$ cat config.mk
export PLATFORM = sky130hd
export DESIGN_NAME = sdr_seq_top
export DESIGN_NICKNAME = d
export VERILOG_FILES = /design/src/rtl/sdr_seq_pkg.sv /design/src/rtl/sdr_rst_sync.sv /design/src/rtl/sdr_gap_timer.sv /design/src/rtl/sdr_mode_word.sv /design/src/rtl/sdr_refresh_tick.sv /design/src/rtl/sdr_seq_top.sv
export SDC_FILE = /design/constraint.sdc
export NUM_CORES = 1
export LEC_CHECK = 0
export CORE_MARGIN = 8
export CORE_UTILIZATION = 50
export CTS_CLUSTER_DIAMETER = 40
export CTS_CLUSTER_SIZE = 12
export DETAILED_ROUTE_END_ITERATION = 10
export GPL_TIMING_DRIVEN = 0
export PLACE_DENSITY = 0.85
export SETUP_SLACK_MARGIN = 0.05
export SYNTH_ARGS = -nofsm -noshare
export SYNTH_HDL_FRONTEND = slang
export SYNTH_SLANG_ARGS = --single-unit
$ cat constraint.sdc
create_clock -name clk -period 2.3 [get_ports clk]
set_clock_uncertainty 0.1 [all_clocks]
set_input_delay 0.23 -clock clk [delete_from_list [all_inputs] [get_ports clk]]
set_output_delay 0.23 -clock clk [all_outputs]
set_load 0.01 [all_outputs]
$ cat src/rtl/sdr_seq_pkg.sv
package sdr_seq_pkg;

  typedef enum logic [3:0] {
    ST_PWR,       // CKE low, load stabilisation timer
    ST_STABLE,    // CKE high, waiting
    ST_PRE,       // init precharge-all
    ST_WAIT_RP,
    ST_REF,       // init auto-refresh
    ST_WAIT_RC,
    ST_MRS,       // load mode register
    ST_WAIT_MRD,
    ST_IDLE,      // ready, waiting for refresh due
    ST_RPRE,      // maintenance precharge-all
    ST_RWAIT_RP,
    ST_RREF,      // maintenance auto-refresh
    ST_RWAIT_RC
  } seq_state_t;

  // {cs_n, ras_n, cas_n, we_n}
  localparam logic [3:0] CMD_NOP = 4'b0111;
  localparam logic [3:0] CMD_PRE = 4'b0010;
  localparam logic [3:0] CMD_REF = 4'b0001;
  localparam logic [3:0] CMD_MRS = 4'b0000;

endpackage

$ cat src/rtl/sdr_rst_sync.sv
module sdr_rst_sync #(
  parameter int STAGES = 2
) (
  input  logic clk,
  input  logic rst_n_in,
  output logic rst_n_out
);
  logic [STAGES-1:0] chain_q;

  always_ff @(posedge clk or negedge rst_n_in) begin
    if (!rst_n_in) chain_q <= '0;
    else           chain_q <= {chain_q[STAGES-2:0], 1'b1};
  end

  assign rst_n_out = chain_q[STAGES-1];

  initial begin
    assert (STAGES >= 2) else $error("reset synchroniser needs two stages");
  end
endmodule

$ cat src/rtl/sdr_gap_timer.sv
module sdr_gap_timer #(
  parameter int W = 14
) (
  input  logic         clk,
  input  logic         rst_n,
  input  logic         load,
  input  logic [W-1:0] load_val,
  output logic         done
);
  logic [W-1:0] cnt_q, cnt_d;
  logic         cnt_en;

  assign cnt_en = load || (cnt_q != '0);

  always_comb begin
    cnt_d = cnt_q;
    if (load)            cnt_d = load_val;
    else if (cnt_q != 0) cnt_d = cnt_q - 1'b1;
  end

  always_ff @(posedge clk or negedge rst_n) begin
    if (!rst_n)      cnt_q <= '0;
    else if (cnt_en) cnt_q <= cnt_d;
  end

  assign done = (cnt_q == '0);

  // Once expired, the timer stays expired until reloaded (gaps never shrink: R6)
  assert_timer_hold_R6: assert property (@(posedge clk) disable iff (!rst_n)
    (done && !load) |=> done);
endmodule

$ cat src/rtl/sdr_mode_word.sv
module sdr_mode_word #(
  parameter int W            = 12,
  parameter int BURST_LEN    = 1,
  parameter bit INTERLEAVED  = 1'b0,
  parameter bit SINGLE_WRITE = 1'b1
) (
  input  logic         cas3,
  output logic [W-1:0] word
);
  localparam logic [2:0] BL_CODE = (BURST_LEN == 8) ? 3'b100 :
                                   (BURST_LEN == 4) ? 3'b010 :
                                   (BURST_LEN == 2) ? 3'b001 : 3'b000;

  logic [2:0] cl_field;
  assign cl_field = cas3 ? 3'b011 : 3'b010;

  always_comb begin
    word      = '0;
    word[2:0] = BL_CODE;
    word[3]   = INTERLEAVED;
    word[6:4] = cl_field;
    word[9]   = SINGLE_WRITE;
  end

  initial begin
    assert (W >= 10) else $error("address bus too narrow for mode word");
  end
endmodule

$ cat src/rtl/sdr_refresh_tick.sv
module sdr_refresh_tick #(
  parameter int W = 16
) (
  input  logic         clk,
  input  logic         rst_n,
  input  logic         en,
  input  logic [W-1:0] reload,
  output logic         due
);
  logic [W-1:0] cnt_q, cnt_d;

  always_comb begin
    if (!en || cnt_q == '0) cnt_d = reload;
    else                    cnt_d = cnt_q - 1'b1;
  end

  always_ff @(posedge clk or negedge rst_n) begin
    if (!rst_n) cnt_q <= '0;
    else        cnt_q <= cnt_d;
  end

  assign due = en && (cnt_q == '0);

  // A due pulse is followed by a fresh full interval
  assert_due_spaced_R7: assert property (@(posedge clk) disable iff (!rst_n)
    (due && reload != '0) |=> !due);
endmodule

$ cat src/rtl/sdr_seq_top.sv
module sdr_seq_top #(
  parameter int ADDR_W       = 12,
  parameter int BA_W         = 2,
  parameter int RELOAD_W     = 16,
  parameter int STARTUP_CYC  = 15000,
  parameter int T_RP         = 2,
  parameter int T_RC         = 7,
  parameter int T_MRD        = 2,
  parameter int INIT_REFS    = 8,
  parameter int BURST_LEN    = 1,
  parameter bit INTERLEAVED  = 1'b0,
  parameter bit SINGLE_WRITE = 1'b1
) (
  input  logic                clk,
  input  logic                rst_n,
  input  logic                cas_lat3,
  input  logic [RELOAD_W-1:0] refresh_reload,
  output logic                cke,
  output logic                cs_n,
  output logic                ras_n,
  output logic                cas_n,
  output logic                we_n,
  output logic [BA_W-1:0]     ba,
  output logic [ADDR_W-1:0]   addr,
  output logic                ready
);
  import sdr_seq_pkg::*;

  localparam int MAX_GAP = (STARTUP_CYC > T_RC) ? STARTUP_CYC : T_RC;
  localparam int TW      = $clog2(MAX_GAP + 1);
  localparam int RCW     = $clog2(INIT_REFS + 1);
  localparam int A10_BIT = 10;

  logic rst_n_s;
  sdr_rst_sync #(.STAGES(2)) u_rst (
    .clk(clk), .rst_n_in(rst_n), .rst_n_out(rst_n_s));

  seq_state_t        state_q, state_d;
  logic [RCW-1:0]    refs_q, refs_d;
  logic              rdy_q, rdy_d;
  logic              pend_q, pend_d;
  logic              tmr_load, tmr_done, due;
  logic [TW-1:0]     tmr_val;
  logic [ADDR_W-1:0] mode_word;
  logic [3:0]        cmd;

  sdr_gap_timer #(.W(TW)) u_tmr (
    .clk(clk), .rst_n(rst_n_s), .load(tmr_load), .load_val(tmr_val), .done(tmr_done));

  sdr_mode_word #(.W(ADDR_W), .BURST_LEN(BURST_LEN), .INTERLEAVED(INTERLEAVED),
                  .SINGLE_WRITE(SINGLE_WRITE)) u_mode (
    .cas3(cas_lat3), .word(mode_word));

  sdr_refresh_tick #(.W(RELOAD_W)) u_tick (
    .clk(clk), .rst_n(rst_n_s), .en(rdy_q), .reload(refresh_reload), .due(due));

  // Timer load per command state: gap counted from the command cycle
  always_comb begin
    tmr_load = 1'b1;
    tmr_val  = '0;
    unique case (state_q)
      ST_PWR:          tmr_val = TW'(STARTUP_CYC - 1);
      ST_PRE, ST_RPRE: tmr_val = TW'(T_RP - 2);
      ST_REF, ST_RREF: tmr_val = TW'(T_RC - 2);
      ST_MRS:          tmr_val = TW'(T_MRD - 2);
      default:         tmr_load = 1'b0;
    endcase
  end

  // Next-state logic
  always_comb begin
    state_d = state_q;
    refs_d  = refs_q;
    rdy_d   = rdy_q;
    pend_d  = due || (pend_q && state_q != ST_RPRE);
    unique case (state_q)
      ST_PWR:      begin refs_d = '0; state_d = ST_STABLE; end
      ST_STABLE:   if (tmr_done) state_d = ST_PRE;
      ST_PRE:      state_d = ST_WAIT_RP;
      ST_WAIT_RP:  if (tmr_done) state_d = ST_REF;
      ST_REF:      begin refs_d = refs_q + 1'b1; state_d = ST_WAIT_RC; end
      ST_WAIT_RC:  if (tmr_done) state_d = (refs_q == RCW'(INIT_REFS)) ? ST_MRS : ST_REF;
      ST_MRS:      state_d = ST_WAIT_MRD;
      ST_WAIT_MRD: if (tmr_done) begin rdy_d = 1'b1; state_d = ST_IDLE; end
      ST_IDLE:     if (due || pend_q) state_d = ST_RPRE;
      ST_RPRE:     state_d = ST_RWAIT_RP;
      ST_RWAIT_RP: if (tmr_done) state_d = ST_RREF;
      ST_RREF:     state_d = ST_RWAIT_RC;
      ST_RWAIT_RC: if (tmr_done) state_d = ST_IDLE;
      default:     state_d = ST_PWR;
    endcase
  end

  always_ff @(posedge clk or negedge rst_n_s) begin
    if (!rst_n_s) begin
      state_q <= ST_PWR;
      refs_q  <= '0;
      rdy_q   <= 1'b0;
      pend_q  <= 1'b0;
    end else begin
      state_q <= state_d;
      refs_q  <= refs_d;
      rdy_q   <= rdy_d;
      pend_q  <= pend_d;
    end
  end

  // Output decode from state register
  always_comb begin
    cmd  = CMD_NOP;
    addr = '0;
    unique case (state_q)
      ST_PRE, ST_RPRE: begin cmd = CMD_PRE; addr[A10_BIT] = 1'b1; end
      ST_REF, ST_RREF: cmd = CMD_REF;
      ST_MRS:          begin cmd = CMD_MRS; addr = mode_word; end
      default:         cmd = CMD_NOP;
    endcase
  end

  assign {cs_n, ras_n, cas_n, we_n} = cmd;
  assign cke   = (state_q != ST_PWR);
  assign ba    = '0;
  assign ready = rdy_q;

  initial begin
    assert (T_RP >= 2 && T_RC >= 2 && T_MRD >= 2 && STARTUP_CYC >= 2)
      else $error("command gaps must be at least two cycles");
  end

  assert_cke_hold_R1: assert property (@(posedge clk) disable iff (!rst_n_s)
    cke |=> cke);
  assert_pre_all_R2: assert property (@(posedge clk) disable iff (!rst_n_s)
    (cmd == CMD_PRE) |-> addr[A10_BIT]);
  assert_nop_after_pre_R6: assert property (@(posedge clk) disable iff (!rst_n_s)
    (cmd == CMD_PRE) |=> (cmd == CMD_NOP));
  assert_ready_cke_R5: assert property (@(posedge clk) disable iff (!rst_n_s)
    ready |-> cke);
  assert_ready_hold_R7: assert property (@(posedge clk) disable iff (!rst_n_s)
    ready |=> ready);
endmodule

==> PnR_summary.wiki <==
{| class="wikitable"
! Metric !! Value
|-
| Buffer type at the clock tree root || clkbuf_8
|-
| Antenna diode instance count || 0
|-
| WP data required || 2.35 ns
|-
| Library cells used by synthesis || 40
|-
| Maximum number of pins on one net before global-route repair || 41
|-
| Final count of hold timing violations || 0
|-
| DIE AREA || 7390 um^2
|-
| CTS Sinks || 42
|-
| Io pins || 39
|-
| Maximum ir drop on the vdd rail || 0.317 mV
|-
| Maximum fanout count along the critical path || 10
|-
| Remaining global-route overflow || 0
|-
| Via count normalized by instance count || 5.15
|-
| Wire length of the first global-routing pass || 9480 um
|-
| Initial core utilization || 0.518
|-
| Least setup slack across all paths after layout || 0.141 ns
|-
| Synthesized area divided by synthesized cell count || 8.80 um^2
|-
| Area added between synthesis and finish || 22.3%
|-
| Biggest area contributors in the synthesized netlist || dfrtp_1 43%, nand2_1 6.4%, xnor2_1 6.1%
|-
| Clock latency on the worst-skew pair || 0.29 ns
|-
| Wire length per cell || 13.3 um
|-
| Total vias in the final route || 2,002
|-
| Fraction of power consumed by the clock network || 0.370
|-
| Number of nets still failing antenna checks after routing || 0
|-
| Height of the chip || 85.9 um
|-
| Count of buffers from port buffering || 27
|-
| Share of the synthesized area in the top cell type || 0.430
|-
| Capturing element type of the critical path || register
|-
| First-pass iteration count of the detailed router || 4
|-
| Clock transition at the registers of the reported paths || 0.08 ns
|-
| Sequential fraction of the synthesis area || 0.430
|-
| Max Clock Freq || 463 MHz
|-
| Leakage power total || 0.00134 uW
|-
| Internal power || 1060 uW
|-
| Number of enable-type register cells in the synthesized netlist || 0
|-
| Flip-flop and latch count after synthesis || 42
|-
| Total of endpoints with negative setup slack in the final report || 0
|-
| Max transition margin || 0.440
|-
| Initial antenna violation count || 0
|-
| Number of placement rows || 25
|-
| Maximum Capacitance Violations || 0
|-
| Commonest register cell after synthesis || dfrtp_1
|-
| Share of the cycle needed by the critical path after routing || 0.939
|-
| Class of the worst hold path || reg2reg
|-
| Total routing usage reported by global routing || 0.156
|-
| RSZ-0062 raised after global routing || yes
|-
| Utilization of the core after routing || 0.633
|-
| Post-synthesis instance total || 278
|-
| Number of clock buffers inserted by TritonCTS || 5
|-
| Fraction of final layout cells with drive strength greater than 1 || 0.146
|-
| Dominant cell type by area after synthesis || dfrtp_1
|-
| Result of the run || finished clean
|-
| Final weighted congestion in routability-driven placement || 0.878
|-
| Final max-slew violation count || 0
|-
| Fraction of power spent switching nets || 0.234
|-
| Die X || 85.9 um
|-
| Worst setup slack after placement || -0.176 ns
|-
| Pwr per Cell Area || 462 nW/um^2
|-
| Worst Path Arrival || 2.21 ns
|-
| Class of the most critical setup path || reg2reg
|-
| Number of remaining DRC errors || 0
|-
| Cell area after technology mapping || 2450 um^2
|-
| Number of H-tree levels || 2
|-
| CTS tree || done
|-
| Number of warnings reported in the yosys synthesis log || 0
|-
| Core area || 4720 um^2
|-
| Max Root-Sink Buffers || 2
|-
| Fraction of registers with async set/reset || 1.00
|-
| Total detailed-routing wirelength || 5160 um
|-
| Most common library cells after synthesis || 42 x dfrtp_1, 42 x nand2_1, 25 x o21ai_0
|-
| Power spent charging and discharging nets || 324 uW
|-
| First DRT Iteration DRCs || 232
|-
| Final HPWL DP || 3820 um
|-
| Multi-input logic area || 1300 um^2
|-
| Sequential power share || 0.565
|-
| Combinational power share || 0.065
|-
| Number of global-route vias before repair || 2,161
|-
| Final #Nets || 346
|-
| Time the worst path needs with I/O delays and setup || 2.16 ns
|-
| Nature of the critical path startpoint || register
|-
| Transition time at the pin with the least slew margin || 0.840 ns
|-
| Sequential cell area || 1060 um^2
|-
| # fillers || 385
|}
-- worst paths after layout --
check | cells past startpoint | slack (ns) | from | to
setup / recovery | 6 | 0.14 | u_tmr.cnt_q[11]$_DFFE_PN0P_ | u_tmr.cnt_q[5]$_DFFE_PN0P_
hold / removal | 0 | 0.25 | u_rst.chain_q[0]$_DFF_PN0_ | u_rst.chain_q[1]$_DFF_PN0_
setup reg to reg | 6 | 0.14 | u_tmr.cnt_q[11]$_DFFE_PN0P_ | u_tmr.cnt_q[5]$_DFFE_PN0P_
hold reg to reg | 0 | 0.25 | u_rst.chain_q[0]$_DFF_PN0_ | u_rst.chain_q[1]$_DFF_PN0_
max in group asynchronous | 0 | 1.24 | u_rst.chain_q[1]$_DFF_PN0_ | state_q[0]$_DFFE_PN0P_
min in group asynchronous | 0 | 0.27 | u_rst.chain_q[1]$_DFF_PN0_ | u_tmr.cnt_q[10]$_DFFE_PN0P_
-- critical path: stages, from the launching register on --
cell      delay, ns
dfrtp_1        0.41
or4_4          0.56
nor4_4         0.32
buf_6          0.18
and4bb_2       0.25
xnor2_1        0.14
nor2_1         0.05
-- cell usage in the layout, fill, tap and decap left out, types with 2 or more instances in the layout --
| cell | n |
|---|---|
| a31oi_1 | 2 |
| buf_2 | 5 |
| a22o_1 | 2 |
| or2_2 | 2 |
| and3_1 | 2 |
| a21oi_1 | 13 |
| a21o_1 | 2 |
| conb_1 | 12 |
| nor3b_1 | 3 |
| nand2_1 | 42 |
| or4_4 | 3 |
| inv_1 | 7 |
| xnor2_1 | 17 |
| and2_1 | 4 |
| o21ai_0 | 24 |
| clkdlybuf4s50_1 | 26 |
| ha_1 | 6 |
| nand3b_1 | 4 |
| nor3_1 | 7 |
| clkbuf_8 | 6 |
| dfrtp_2 | 5 |
| or3_1 | 2 |
| nand3_1 | 5 |
| nor2_1 | 22 |
| nor2_4 | 2 |
| xor2_1 | 9 |
| dfrtp_1 | 37 |
| buf_4 | 13 |
| nor2b_1 | 2 |
| nand2b_1 | 7 |
| a211oi_1 | 2 |
| nor4_1 | 5 |
| o31ai_1 | 2 |
-- registers in the layout, indices dropped and copies added (netlist names) --
| name | flops |
|---|---|
| ready | 1 |
| pend_q | 1 |
| refs_q | 4 |
| u_tmr.cnt_q | 14 |
| u_rst.chain_q | 2 |
| state_q | 4 |
| u_tick.cnt_q | 16 |
-- what timing repair did --
item,CTS,global route
hold endpoints to repair,2,0
pin swaps,1,0
setup endpoints to repair,23,18
hold buffers,1,0
gates resized for setup,11,11
setup buffers,1,0
-- kinds of logic (layout without fill, tap and decap cells) --
family	after synthesis	count (layout)	share of synthesized area
XOR/XNOR	26	26	0.0931
AO/OA/AOI/OAI	52	52	0.123
buffers and inverters	30	64	0.0670
multiplexers	1	1	0.00460
flip-flops	42	42	0.430
other	2	12	0.00307
AND/OR/NAND/NOR	119	119	0.249
adder cells (fa/ha/maj)	6	6	0.0307
-- power groups by stage --
stage               logic (uW)  clock network, uW  registers (uW)
floorplan                 50.3                  0             789
global placement          84.5                  0             794
detailed placement        86.0                  0             796
CTS                       88.4                528             782
global route               101                563             787
finish                    89.2                512             781
-- layer usage --
metal / track usage / wire length [um] / share of wire / up-vias
met2: 0.276 / 2620 / 0.51 / 53
met3: 0.0401 / 278 / 0.054 / 9
met5: 0 / 0 / 0 / -
met4: 0.0446 / 44 / 0.0085 / 0
met1: 0.178 / 2220 / 0.43 / 941
li1: - / - / - / 999
-- cell type report --
cell class	instances	share of cell area
multi-input cells	216	0.436
plain buffers	20	0.0452
inverters	7	0.00878
repair buffers	29	0.0958
clock buffers	6	0.0276
flip-flops and latches	42	0.353
clock inverters	2	0.00544
well taps	67	0.0280
-- metrics by stage --
stage,setup TNS (ns),instances,hold slack (ns),total power [uW],cell area (um^2)
6_report,0,389,0.254,1380,2990
4_1_cts,0,389,0.266,1400,2970
3_5_place_dp,-1.41,382,0.243,882,2840
2_1_floorplan,0,288,-0.166,840,2480
5_1_grt,0,389,0.288,1450,2990
3_3_place_gp,-0.129,382,0.234,879,2840
No activity file was read; power rests on OpenSTA's default activity.
